$ cat config.mk
export PLATFORM = sky130hd
export DESIGN_NAME = sdram_pwr_ctl
export DESIGN_NICKNAME = d
export VERILOG_FILES = /design/src/rtl/sdram_pwr_pkg.sv /design/src/rtl/sdram_ctl_regs.sv /design/src/rtl/sdram_pwr_fsm.sv /design/src/rtl/sdram_clk_gate.sv /design/src/rtl/sdram_pwr_ctl.sv
export SDC_FILE = /design/constraint.sdc
export NUM_CORES = 1
export LEC_CHECK = 0
export ABC_CLOCK_PERIOD_IN_PS = 2700
export BUFFER_PORTS_ARGS = -buffer_cell sky130_fd_sc_hd__clkbuf_2
export CAP_MARGIN = 0
export CORE_AREA = 2 2 52 54
export CTS_BUF_LIST = sky130_fd_sc_hd__clkbuf_8 sky130_fd_sc_hd__clkbuf_16
export DETAILED_ROUTE_END_ITERATION = 10
export DIE_AREA = 0 0 54 56
export PLACE_DENSITY = 0.69
export REMOVE_ABC_BUFFERS = 1
export SYNTH_ARGS = -nofsm -noshare
export SYNTH_HDL_FRONTEND = slang
export SYNTH_SLANG_ARGS = --single-unit
$ cat constraint.sdc
create_clock -name clk -period 2.7 [get_ports clk]
set_input_delay 0.405 -clock clk [delete_from_list [all_inputs] [get_ports clk]]
set_output_delay 0.405 -clock clk [all_outputs]
set_load 0.05 [all_outputs]
$ cat src/rtl/sdram_pwr_pkg.sv
package sdram_pwr_pkg;

    // control word field positions
    localparam int SRQ_BIT   = 0;
    localparam int CDIS_BIT  = 1;
    localparam int CEH_BIT   = 2;
    localparam int CFREE_BIT = 3;
    localparam int INIT_LSB  = 4;
    localparam int DPD_BIT   = 6;
    localparam int FIELD_TOP = 6;

    typedef enum logic [1:0] {
        INIT_NORMAL = 2'b00,
        INIT_MRS    = 2'b01,
        INIT_PALL   = 2'b10,
        INIT_NOP    = 2'b11
    } init_cmd_e;

    // packed so that bit positions match the control word
    typedef struct packed {
        logic      deep_req;
        init_cmd_e init_sel;
        logic      clk_free;
        logic      cke_hold;
        logic      clk_dis;
        logic      sref_req;
    } ctrl_t;

    typedef enum logic [2:0] {
        ST_NORMAL,
        ST_SR_WAIT,
        ST_SR_ENTRY,
        ST_SELF_REF,
        ST_SR_EXIT,
        ST_DPD_ENTRY,
        ST_DEEP_PD,
        ST_REINIT
    } pwr_state_e;

    // {cs_n, ras_n, cas_n, we_n}
    localparam logic [3:0] PIN_NOP  = 4'b0111;
    localparam logic [3:0] PIN_PALL = 4'b0010;
    localparam logic [3:0] PIN_MRS  = 4'b0000;
    localparam logic [3:0] PIN_SREF = 4'b0001;
    localparam logic [3:0] PIN_DPD  = 4'b0110;

endpackage

$ cat src/rtl/sdram_ctl_regs.sv
module sdram_ctl_regs
    import sdram_pwr_pkg::*;
#(
    parameter int CTRL_W = 16
) (
    input  logic              clk,
    input  logic              rst_n,
    input  logic              wr,
    input  logic [CTRL_W-1:0] wdata,
    output ctrl_t             ctrl,
    output logic              pend_vld,
    output init_cmd_e         pend_cmd,
    output logic [CTRL_W-1:0] rdata
);

    localparam int FIELD_W = FIELD_TOP + 1;
    localparam int RSV_W   = CTRL_W - FIELD_W;

    ctrl_t wr_word;
    logic  unused_rsv_bits;

    assign wr_word         = ctrl_t'(wdata[FIELD_TOP:0]);
    assign unused_rsv_bits = ^wdata[CTRL_W-1:FIELD_W];

    always_ff @(posedge clk or negedge rst_n) begin
        if (!rst_n) begin
            ctrl     <= '{deep_req: 1'b0, init_sel: INIT_NORMAL, clk_free: 1'b0,
                          cke_hold: 1'b0, clk_dis: 1'b0, sref_req: 1'b1};
            pend_vld <= 1'b0;
            pend_cmd <= INIT_NORMAL;
        end else begin
            pend_vld <= wr && (wr_word.init_sel != INIT_NORMAL);
            if (wr) begin
                ctrl     <= wr_word;
                pend_cmd <= wr_word.init_sel;
            end
        end
    end

    assign rdata = {{RSV_W{1'b0}}, ctrl};

endmodule

$ cat src/rtl/sdram_pwr_fsm.sv
module sdram_pwr_fsm
    import sdram_pwr_pkg::*;
#(
    parameter int EXIT_CYC = 4
) (
    input  logic       clk,
    input  logic       rst_n,
    input  logic       sref_req,
    input  logic       deep_req,
    input  logic       cke_hold,
    input  logic       clk_free,
    input  logic       pend_vld,
    input  init_cmd_e  pend_cmd,
    input  logic       xfer_busy,
    output logic [3:0] mem_cmd,
    output logic       cke,
    output logic       sr_ack
);

    localparam int CNT_W = $clog2(EXIT_CYC + 1);
    localparam logic [CNT_W-1:0] CNT_LOAD = CNT_W'(EXIT_CYC - 1);

    pwr_state_e state, state_nx;
    logic [CNT_W-1:0] exit_cnt;
    logic deep_armed;

    assign deep_armed = deep_req && cke_hold && clk_free;

    // state register and exit-delay counter
    always_ff @(posedge clk or negedge rst_n) begin
        if (!rst_n) begin
            state    <= ST_SELF_REF;
            exit_cnt <= '0;
        end else begin
            state <= state_nx;
            if (state == ST_SELF_REF)
                exit_cnt <= CNT_LOAD;
            else if (state == ST_SR_EXIT && exit_cnt != '0)
                exit_cnt <= exit_cnt - 1'b1;
        end
    end

    // next state
    always_comb begin
        state_nx = state;
        unique case (state)
            ST_NORMAL: begin
                if (pend_vld)
                    state_nx = ST_NORMAL;
                else if (deep_armed)
                    state_nx = xfer_busy ? ST_NORMAL : ST_DPD_ENTRY;
                else if (sref_req)
                    state_nx = xfer_busy ? ST_SR_WAIT : ST_SR_ENTRY;
            end
            ST_SR_WAIT: begin
                if (!sref_req)
                    state_nx = ST_NORMAL;
                else if (!xfer_busy)
                    state_nx = ST_SR_ENTRY;
            end
            ST_SR_ENTRY:  state_nx = ST_SELF_REF;
            ST_SELF_REF:  if (!sref_req) state_nx = ST_SR_EXIT;
            ST_SR_EXIT:   if (exit_cnt == '0) state_nx = ST_NORMAL;
            ST_DPD_ENTRY: state_nx = ST_DEEP_PD;
            ST_DEEP_PD:   if (!deep_req) state_nx = ST_REINIT;
            ST_REINIT:    if (pend_vld && pend_cmd == INIT_MRS) state_nx = ST_NORMAL;
            default:      state_nx = ST_SELF_REF;
        endcase
    end

    // outputs
    always_comb begin
        mem_cmd = PIN_NOP;
        cke     = 1'b1;
        sr_ack  = 1'b0;
        unique case (state)
            ST_NORMAL, ST_REINIT: begin
                if (pend_vld) begin
                    unique case (pend_cmd)
                        INIT_MRS:  mem_cmd = PIN_MRS;
                        INIT_PALL: mem_cmd = PIN_PALL;
                        default:   mem_cmd = PIN_NOP;
                    endcase
                end
            end
            ST_SR_WAIT: ;
            ST_SR_ENTRY: begin
                mem_cmd = PIN_SREF;
                cke     = 1'b0;
            end
            ST_SELF_REF: begin
                cke    = 1'b0;
                sr_ack = 1'b1;
            end
            ST_SR_EXIT:   sr_ack = 1'b1;
            ST_DPD_ENTRY: begin
                mem_cmd = PIN_DPD;
                cke     = 1'b0;
            end
            ST_DEEP_PD:   cke = 1'b0;
            default: ;
        endcase
    end

endmodule

$ cat src/rtl/sdram_clk_gate.sv
module sdram_clk_gate (
    input  logic clk_dis,
    input  logic xfer_busy,
    output logic clk_out_en
);

    // a transaction in flight always keeps the clock running
    always_comb begin
        clk_out_en = 1'b1;
        if (clk_dis && !xfer_busy)
            clk_out_en = 1'b0;
    end

endmodule

$ cat src/rtl/sdram_pwr_ctl.sv
module sdram_pwr_ctl
    import sdram_pwr_pkg::*;
#(
    parameter int CTRL_W   = 16,
    parameter int EXIT_CYC = 4
) (
    input  logic              clk,
    input  logic              rst_n,
    input  logic              reg_wr,
    input  logic [CTRL_W-1:0] reg_wdata,
    input  logic              xfer_busy,
    output logic [3:0]        mem_cmd,
    output logic              cke,
    output logic              clk_out_en,
    output logic              sr_ack,
    output logic [CTRL_W-1:0] reg_rdata
);

    ctrl_t     ctrl;
    logic      pend_vld;
    init_cmd_e pend_cmd;

    sdram_ctl_regs #(.CTRL_W(CTRL_W)) u_regs (
        .clk      (clk),
        .rst_n    (rst_n),
        .wr       (reg_wr),
        .wdata    (reg_wdata),
        .ctrl     (ctrl),
        .pend_vld (pend_vld),
        .pend_cmd (pend_cmd),
        .rdata    (reg_rdata)
    );

    sdram_pwr_fsm #(.EXIT_CYC(EXIT_CYC)) u_fsm (
        .clk       (clk),
        .rst_n     (rst_n),
        .sref_req  (ctrl.sref_req),
        .deep_req  (ctrl.deep_req),
        .cke_hold  (ctrl.cke_hold),
        .clk_free  (ctrl.clk_free),
        .pend_vld  (pend_vld),
        .pend_cmd  (pend_cmd),
        .xfer_busy (xfer_busy),
        .mem_cmd   (mem_cmd),
        .cke       (cke),
        .sr_ack    (sr_ack)
    );

    sdram_clk_gate u_gate (
        .clk_dis    (ctrl.clk_dis),
        .xfer_busy  (xfer_busy),
        .clk_out_en (clk_out_en)
    );

endmodule

==> results.py, run 1 <==
metrics = {
    "flow_run": {
        "cap_viol_max_count": 0,
    },
    "pwr": {
        "p_int_w": 0.000584,
        "vdd_drop_max_v": 0.000644,
        "seqPwrFrac_pct": 34.4,
        "power.total_w": 0.00116,
        "powerDensity_nw_per_um2": 1030,
        "clkPwrFrac_pct": 17.8,
        "p_comb_share_pct": 47.8,
        "netSwitchingPower_w": 0.000580,
        "switching_share_pct": 49.8,
        "power.leakage_nw": 0.534,
    },
    "clock_network": {
        "clk_path_buf_depth": 2,
        "post_cts_resized": 0,
        "cts_sinks": 14,
        "clkTransAtPathRegs_ns": 0.06,
        "cts_tree": "done",
        "cts_buffers": 3,
        "cts_setup_buffers": 0,
        "root_buffer": "clkbuf_8",
        "clk_latency_ns": 0.25,
        "h-tree-depth": 1,
        "hold_buffers": 0,
    },
    "floorplanning": {
        "chipWidth_um": 54,
        "start_util_pct": 43.2,
        "ioPinCount": 43,
        "fp-row-count": 18,
        "die_h_um": 56,
        "die_area_um2": 3020,
        "coreArea_um2": 2430,
    },
    "critical_path": {
        "cp_data_required_time_ns": 2.30,
        "crit_path_start_kind": "register",
        "rr_worst_depth": 3,
        "crit_fanout": 4,
        "cp-end-kind": "primary output",
        "ff2ff_setup_slack_ns": 1.22,
        "critPathArrivalTime_ns": 1.72,
        "setup.worst_path.class": "reg2out",
        "r2r-start": "u_fsm.state[2]",
        "regToRegEndpoint": "u_fsm.state[1]",
    },
    "global_route": {
        "first_global_vias": 781,
        "grt_overflow": 0,
        "globalRouteMet1Util_pct": 20.3,
        "grt_busiest_layer": "met2",
        "grt_usage_pct": 15.4,
        "grtUsageMet2_pct": 24.6,
        "antenna_found_initial": 0,
        "grt_max_degree": 22,
        "grt_pass1_wl_um": 3490,
        "grt_use_met3_pct": 4.03,
    },
    "detailed_routing": {
        "vias_per_cell": 5.12,
        "totalWireLength_um": 1980,
        "vias": 804,
        "wl_per_cell_um": 12.6,
        "dr.pass1.iters": 4,
        "drt_iter0_drc": 9,
        "drc": 0,
        "ant_nets": 0,
    },
    "synthesis": {
        "synth-edff-count": 0,
        "synth.most_common_cell": "buf_4",
        "synth_ff_type": "dfrtp_1",
        "synth_seq_cells": 14,
        "synth_top_cells_by_area": "dfrtp_1 26%, buf_4 11%, dfstp_2 7.5%",
        "ys_types": 41,
        "yosys_warnings": 0,
        "syn_inst": 114,
        "yosysTopAreaCell": "dfrtp_1",
        "syn_area_um2": 1050,
        "synthArstFlopShare_pct": 100,
        "avgSynthCellArea_um2": 9.21,
        "yosysTopAreaCellShare_pct": 26.2,
        "synth_commonest_cells": "16 x buf_4, 11 x dfrtp_1, 9 x o21ai_0",
        "seq_area_frac_synth_pct": 33.7,
    },
    "worst_hold_path": {
        "hp-class": "in2async",
    },
    "timing": {
        "tightestPinTransition_ns": 0.577,
        "setup_viol": 0,
        "period_minus_slack_ns": 2.12,
        "fin_crit_sh_pct": 78.7,
        "slew_viol_final": 0,
        "finClkSkew_ns": 0.00132,
        "hold_viol": 0,
        "relSlewSlack_pct": 61.5,
        "tns_ns": 0,
        "rsz0062_at_grt": "false",
        "fmax_ghz": 0.471,
    },
    "place": {
        "dp_hpwl_um": 1500,
        "gp_congestion": 0.758,
        "portBuffers": 23,
    },
    "status": {
        "status": "finished, final reports clean",
    },
    "cells_and_area": {
        "layout.nets": 153,
        "layout-drive-gt1-share_pct": 32.3,
        "area_growth_pct": 7.63,
        "diodes": 0,
    },
}
cells in the final DEF, fill, tap and decap left out, types with 2 or more instances in the layout:
cell	netlist	routed
a21oi_1	4	4
o21ai_0	9	9
dfrtp_1	11	11
a31oi_1	2	2
inv_1	7	7
ha_1	5	5
conb_1	1	10
o21a_1	2	2
nor3_1	4	4
clkbuf_8	0	4
dfstp_2	3	3
nand2b_1	3	3
nor2_1	3	3
nand3_1	2	2
clkbuf_2	0	23
nand2_1	5	5
o311ai_1	2	2
mux2_2	6	6
critical path: stages (launching register included):
cell and delay (ns):
dfrtp_1 0.40, ha_1 0.29, nand2b_1 0.20, a211oi_1 0.26, a21oi_1 0.07, clkbuf_2 0.25
routing by layer:
| metal | vias up | share of wire [%] |
|---|---|---|
| li1 | 404 | - |
| met1 | 371 | 45 |
| met2 | 26 | 47 |
| met3 | 3 | 5.8 |
| met4 | 0 | 1.4 |
| met5 | - | 0 |
power by group through the flow:
| stage | logic, W | clock network, W | registers (W) |
|---|---|---|---|
| floorplan | 0.000419 | 0 | 0.000405 |
| global placement | 0.000544 | 0 | 0.000397 |
| detailed placement | 0.000558 | 0 | 0.000403 |
| CTS | 0.000561 | 0.000211 | 0.000400 |
| global route | 0.000609 | 0.000227 | 0.000423 |
| finish | 0.000557 | 0.000207 | 0.000400 |
logic make-up after synthesis:
| group | after synthesis | share of synthesized area [%] |
|---|---|---|
| buf+inv | 30 | 17.9 |
| xor+xnor | 1 | 0.834 |
| fa+ha+maj | 5 | 5.96 |
| simple gates | 30 | 18.2 |
| other cells | 1 | 0.357 |
| flops | 14 | 33.7 |
| compound gates | 27 | 16.6 |
| mux | 6 | 6.44 |
metrics by stage:
| stage | utilization, % | setup slack, ns | hold slack, ns | instance area [um2] | instances |
|---|---|---|---|---|---|
| floorplan | - | 0.302 | 0.109 | 922 | 100 |
| global placement | 44.2 | 0.891 | 0.333 | 1070 | 153 |
| detailed placement | 44.2 | 0.847 | 0.335 | 1070 | 153 |
| CTS | 46.5 | 0.562 | 0.0679 | 1130 | 157 |
| global route | 46.5 | 0.494 | 0.0778 | 1130 | 157 |
| finish | 46.5 | 0.576 | 0.0551 | 1130 | 157 |
registers in the layout, indices dropped and copies added, names as in the netlist:
name,count
u_fsm.exit_cnt,3
u_fsm.state,3
u_regs.ctrl,5
u_regs.pend_cmd,2
u_regs.pend_vld,1
how the worst max path moves through the flow:
stage / from / to / depth (start not counted)
6_report: u_regs.pend_cmd[0] / mem_cmd[2] / 5
5_1_grt: u_regs.pend_cmd[0] / mem_cmd[2] / 5
4_1_cts: u_regs.pend_cmd[0] / mem_cmd[2] / 5
3_5_place_dp: u_regs.pend_cmd[0] / mem_cmd[2] / 5
3_3_place_gp: u_regs.pend_cmd[0] / mem_cmd[2] / 5
2_1_floorplan: u_regs.pend_cmd[1] / mem_cmd[2] / 5
final cells by class:
cell class                      instances  area, um2
Clock buffer                            4       55.1
Fill cell                             243       1300
Inverter                                7       26.3
Multi-Input combinational cell         79        542
Sequential cell                        14        354
Tap cell                               30       37.5
Timing Repair Buffer                   23        115
Note: power is estimated with default switching activity, not from simulation.
==> inputs of run 2 (changes only) <==
- ABC_CLOCK_PERIOD_IN_PS: 2700 -> 2029
- clock period: 2.7 -> 2.03 ns (I/O delays scaled with it)
==> run 2 against run 1 <==
  * Utilization up 1.5 points
  * Via count rose by 3.4%
  * Non-clock buffer count is 3 higher
  * Hold slack gained 0.23 ns
  * Clock skew is 0.0038 ns higher
  * First-iteration DRC count increased to 3.1 times the previous value
  * Largest cell class unchanged
  * Highest routed layer unchanged
  * Sequential share of layout area is 0.87 points lower
==> results.py, run 2 (synthesis gave the netlist of run 1 again) <==
metrics = {
    "status": {
        "status": "finished, final reports clean",
    },
    "timing": {
        "fin_crit_sh_pct": 96.7,
        "finClkSkew_ns": 0.00509,
        "tns_ns": 0,
        "slew_viol_final": 0,
        "hold_viol": 0,
        "fmax_ghz": 0.509,
        "setup_viol": 0,
        "period_minus_slack_ns": 1.96,
    },
    "critical_path": {
        "critPathArrivalTime_ns": 1.66,
        "crit_fanout": 4,
        "crit_path_start_kind": "register",
        "cp-end-kind": "primary output",
        "rr_worst_depth": 6,
        "setup.worst_path.class": "reg2out",
        "cp_data_required_time_ns": 1.73,
    },
    "clock_network": {
        "cts_sinks": 14,
        "clk_latency_ns": 0.25,
        "root_buffer": "clkbuf_8",
        "clk_path_buf_depth": 2,
        "cts_setup_buffers": 0,
        "h-tree-depth": 1,
        "cts_tree": "done",
        "cts_buffers": 3,
        "clkTransAtPathRegs_ns": 0.06,
    },
    "floorplanning": {
        "start_util_pct": 43.2,
        "die_area_um2": 3020,
        "die_h_um": 56,
        "fp-row-count": 18,
        "chipWidth_um": 54,
        "coreArea_um2": 2430,
        "ioPinCount": 43,
    },
    "global_route": {
        "grt_max_degree": 22,
        "grt_overflow": 0,
        "grt_pass1_wl_um": 3410,
        "first_global_vias": 803,
        "antenna_found_initial": 0,
        "grt_usage_pct": 15.1,
    },
    "pwr": {
        "power.leakage_nw": 0.548,
        "powerDensity_nw_per_um2": 1370,
        "vdd_drop_max_v": 0.000879,
    },
    "detailed_routing": {
        "drt_iter0_drc": 28,
        "ant_nets": 0,
        "wl_met2_um": 1030,
        "vias_per_cell": 5.19,
        "wl_per_cell_um": 12.8,
        "drc": 0,
        "totalWireLength_um": 2050,
        "highest_layer": "met4",
        "met3_length_um": 115,
        "dr.pass1.iters": 4,
        "met1_length_um": 892,
        "vias": 831,
    },
    "cells_and_area": {
        "fillers": 251,
        "multi_input_area_um2": 549,
        "largest_register_ffs": 5,
        "layout.nets": 156,
        "area_growth_pct": 11.1,
        "top_register": "u_regs.ctrl",
        "mostFrequentLayoutCells": "21 x clkbuf_2, 10 x conb_1, 10 x dfrtp_1, 9 x o21ai_0, 7 x inv_1",
        "fin_util_pct": 47.9,
        "layout-drive-gt1-share_pct": 35.4,
        "ff_latch_area_um2": 355,
        "diodes": 0,
        "mostFrequentLayoutCell": "clkbuf_2",
        "reg_top3": "u_regs.ctrl x5, u_fsm.exit_cnt x3, u_fsm.state x3",
    },
    "worst_hold_path": {
        "hp-class": "in2reg",
        "hold_depth": 3,
    },
    "place": {
        "dp_hpwl_um": 1590,
        "gp_congestion": 0.752,
        "portBuffers": 23,
    },
    "flow_run": {
        "cap_viol_max_count": 0,
    },
}
run 2: cell types whose count changed in the layout (fill, tap and decap cells not counted), sizes merged:
cell	change
buf	+3
dlygate4sd3	+1
clkbuf	-1
run 2: worst max-delay path: stages, from the launching register on:
cell and delay (ns):
dfrtp_1 0.40, ha_1 0.30, nand2b_2 0.21, a211oi_2 0.22, a21oi_1 0.06, clkbuf_4 0.22
run 2: timing repair:
item,4_1_cts,5_1_grt
resized for setup,0,6
hold buffers,1,0
hold endpoints to repair,11,0
setup endpoints to repair,0,5
run 2: final timing paths:
path	from	end	slack, ns
worst max-delay path	u_regs.pend_cmd[0]	mem_cmd[2]	0.07
worst min-delay path	reg_wdata[5]	u_regs.pend_cmd[1]	0.28
worst max register to register	u_regs.ctrl[6]	u_fsm.state[2]	0.48
worst min register to register	u_fsm.exit_cnt[2]	u_fsm.exit_cnt[2]	0.52
max in group asynchronous	rst_n	u_regs.ctrl[0]	1.23
min in group asynchronous	rst_n	u_fsm.exit_cnt[2]	0.49
run 2: routing by layer:
metal,track usage [%],vias to the layer above
met5,0,-
met4,2.86,0
met3,5.65,3
met2,24.6,26
met1,18.7,395
li1,-,407
run 2: metrics by stage:
step	worst slack (ns)	hold WS, ns	instances	cell area (um2)	power, W
final	0.0666	0.281	160	1170	0.00160
after global routing	-0.0141	0.292	160	1170	0.00171
after CTS	0.0376	0.281	160	1150	0.00159
after detailed placement	0.307	0.233	155	1090	0.00131
after global placement	0.323	0.227	155	1090	0.00128
after floorplan	-0.268	0.00891	100	922	0.00110
run 2: cell type report:
class                      count  share of cell area [%]
multi-input combinational     79                    47.1
timing repair buffer          26                    12.2
clock buffer                   4                    4.72
sequential                    14                    30.5
tap                           30                    3.22
inverter                       7                    2.25
run 2: power by group:
group / total, W / internal, W / switching (W)
combinational: 0.000827 / 0.000270 / 0.000557
sequential: 0.000496 / 0.000367 / 0.000129
clock: 0.000275 / 0.000172 / 0.000103
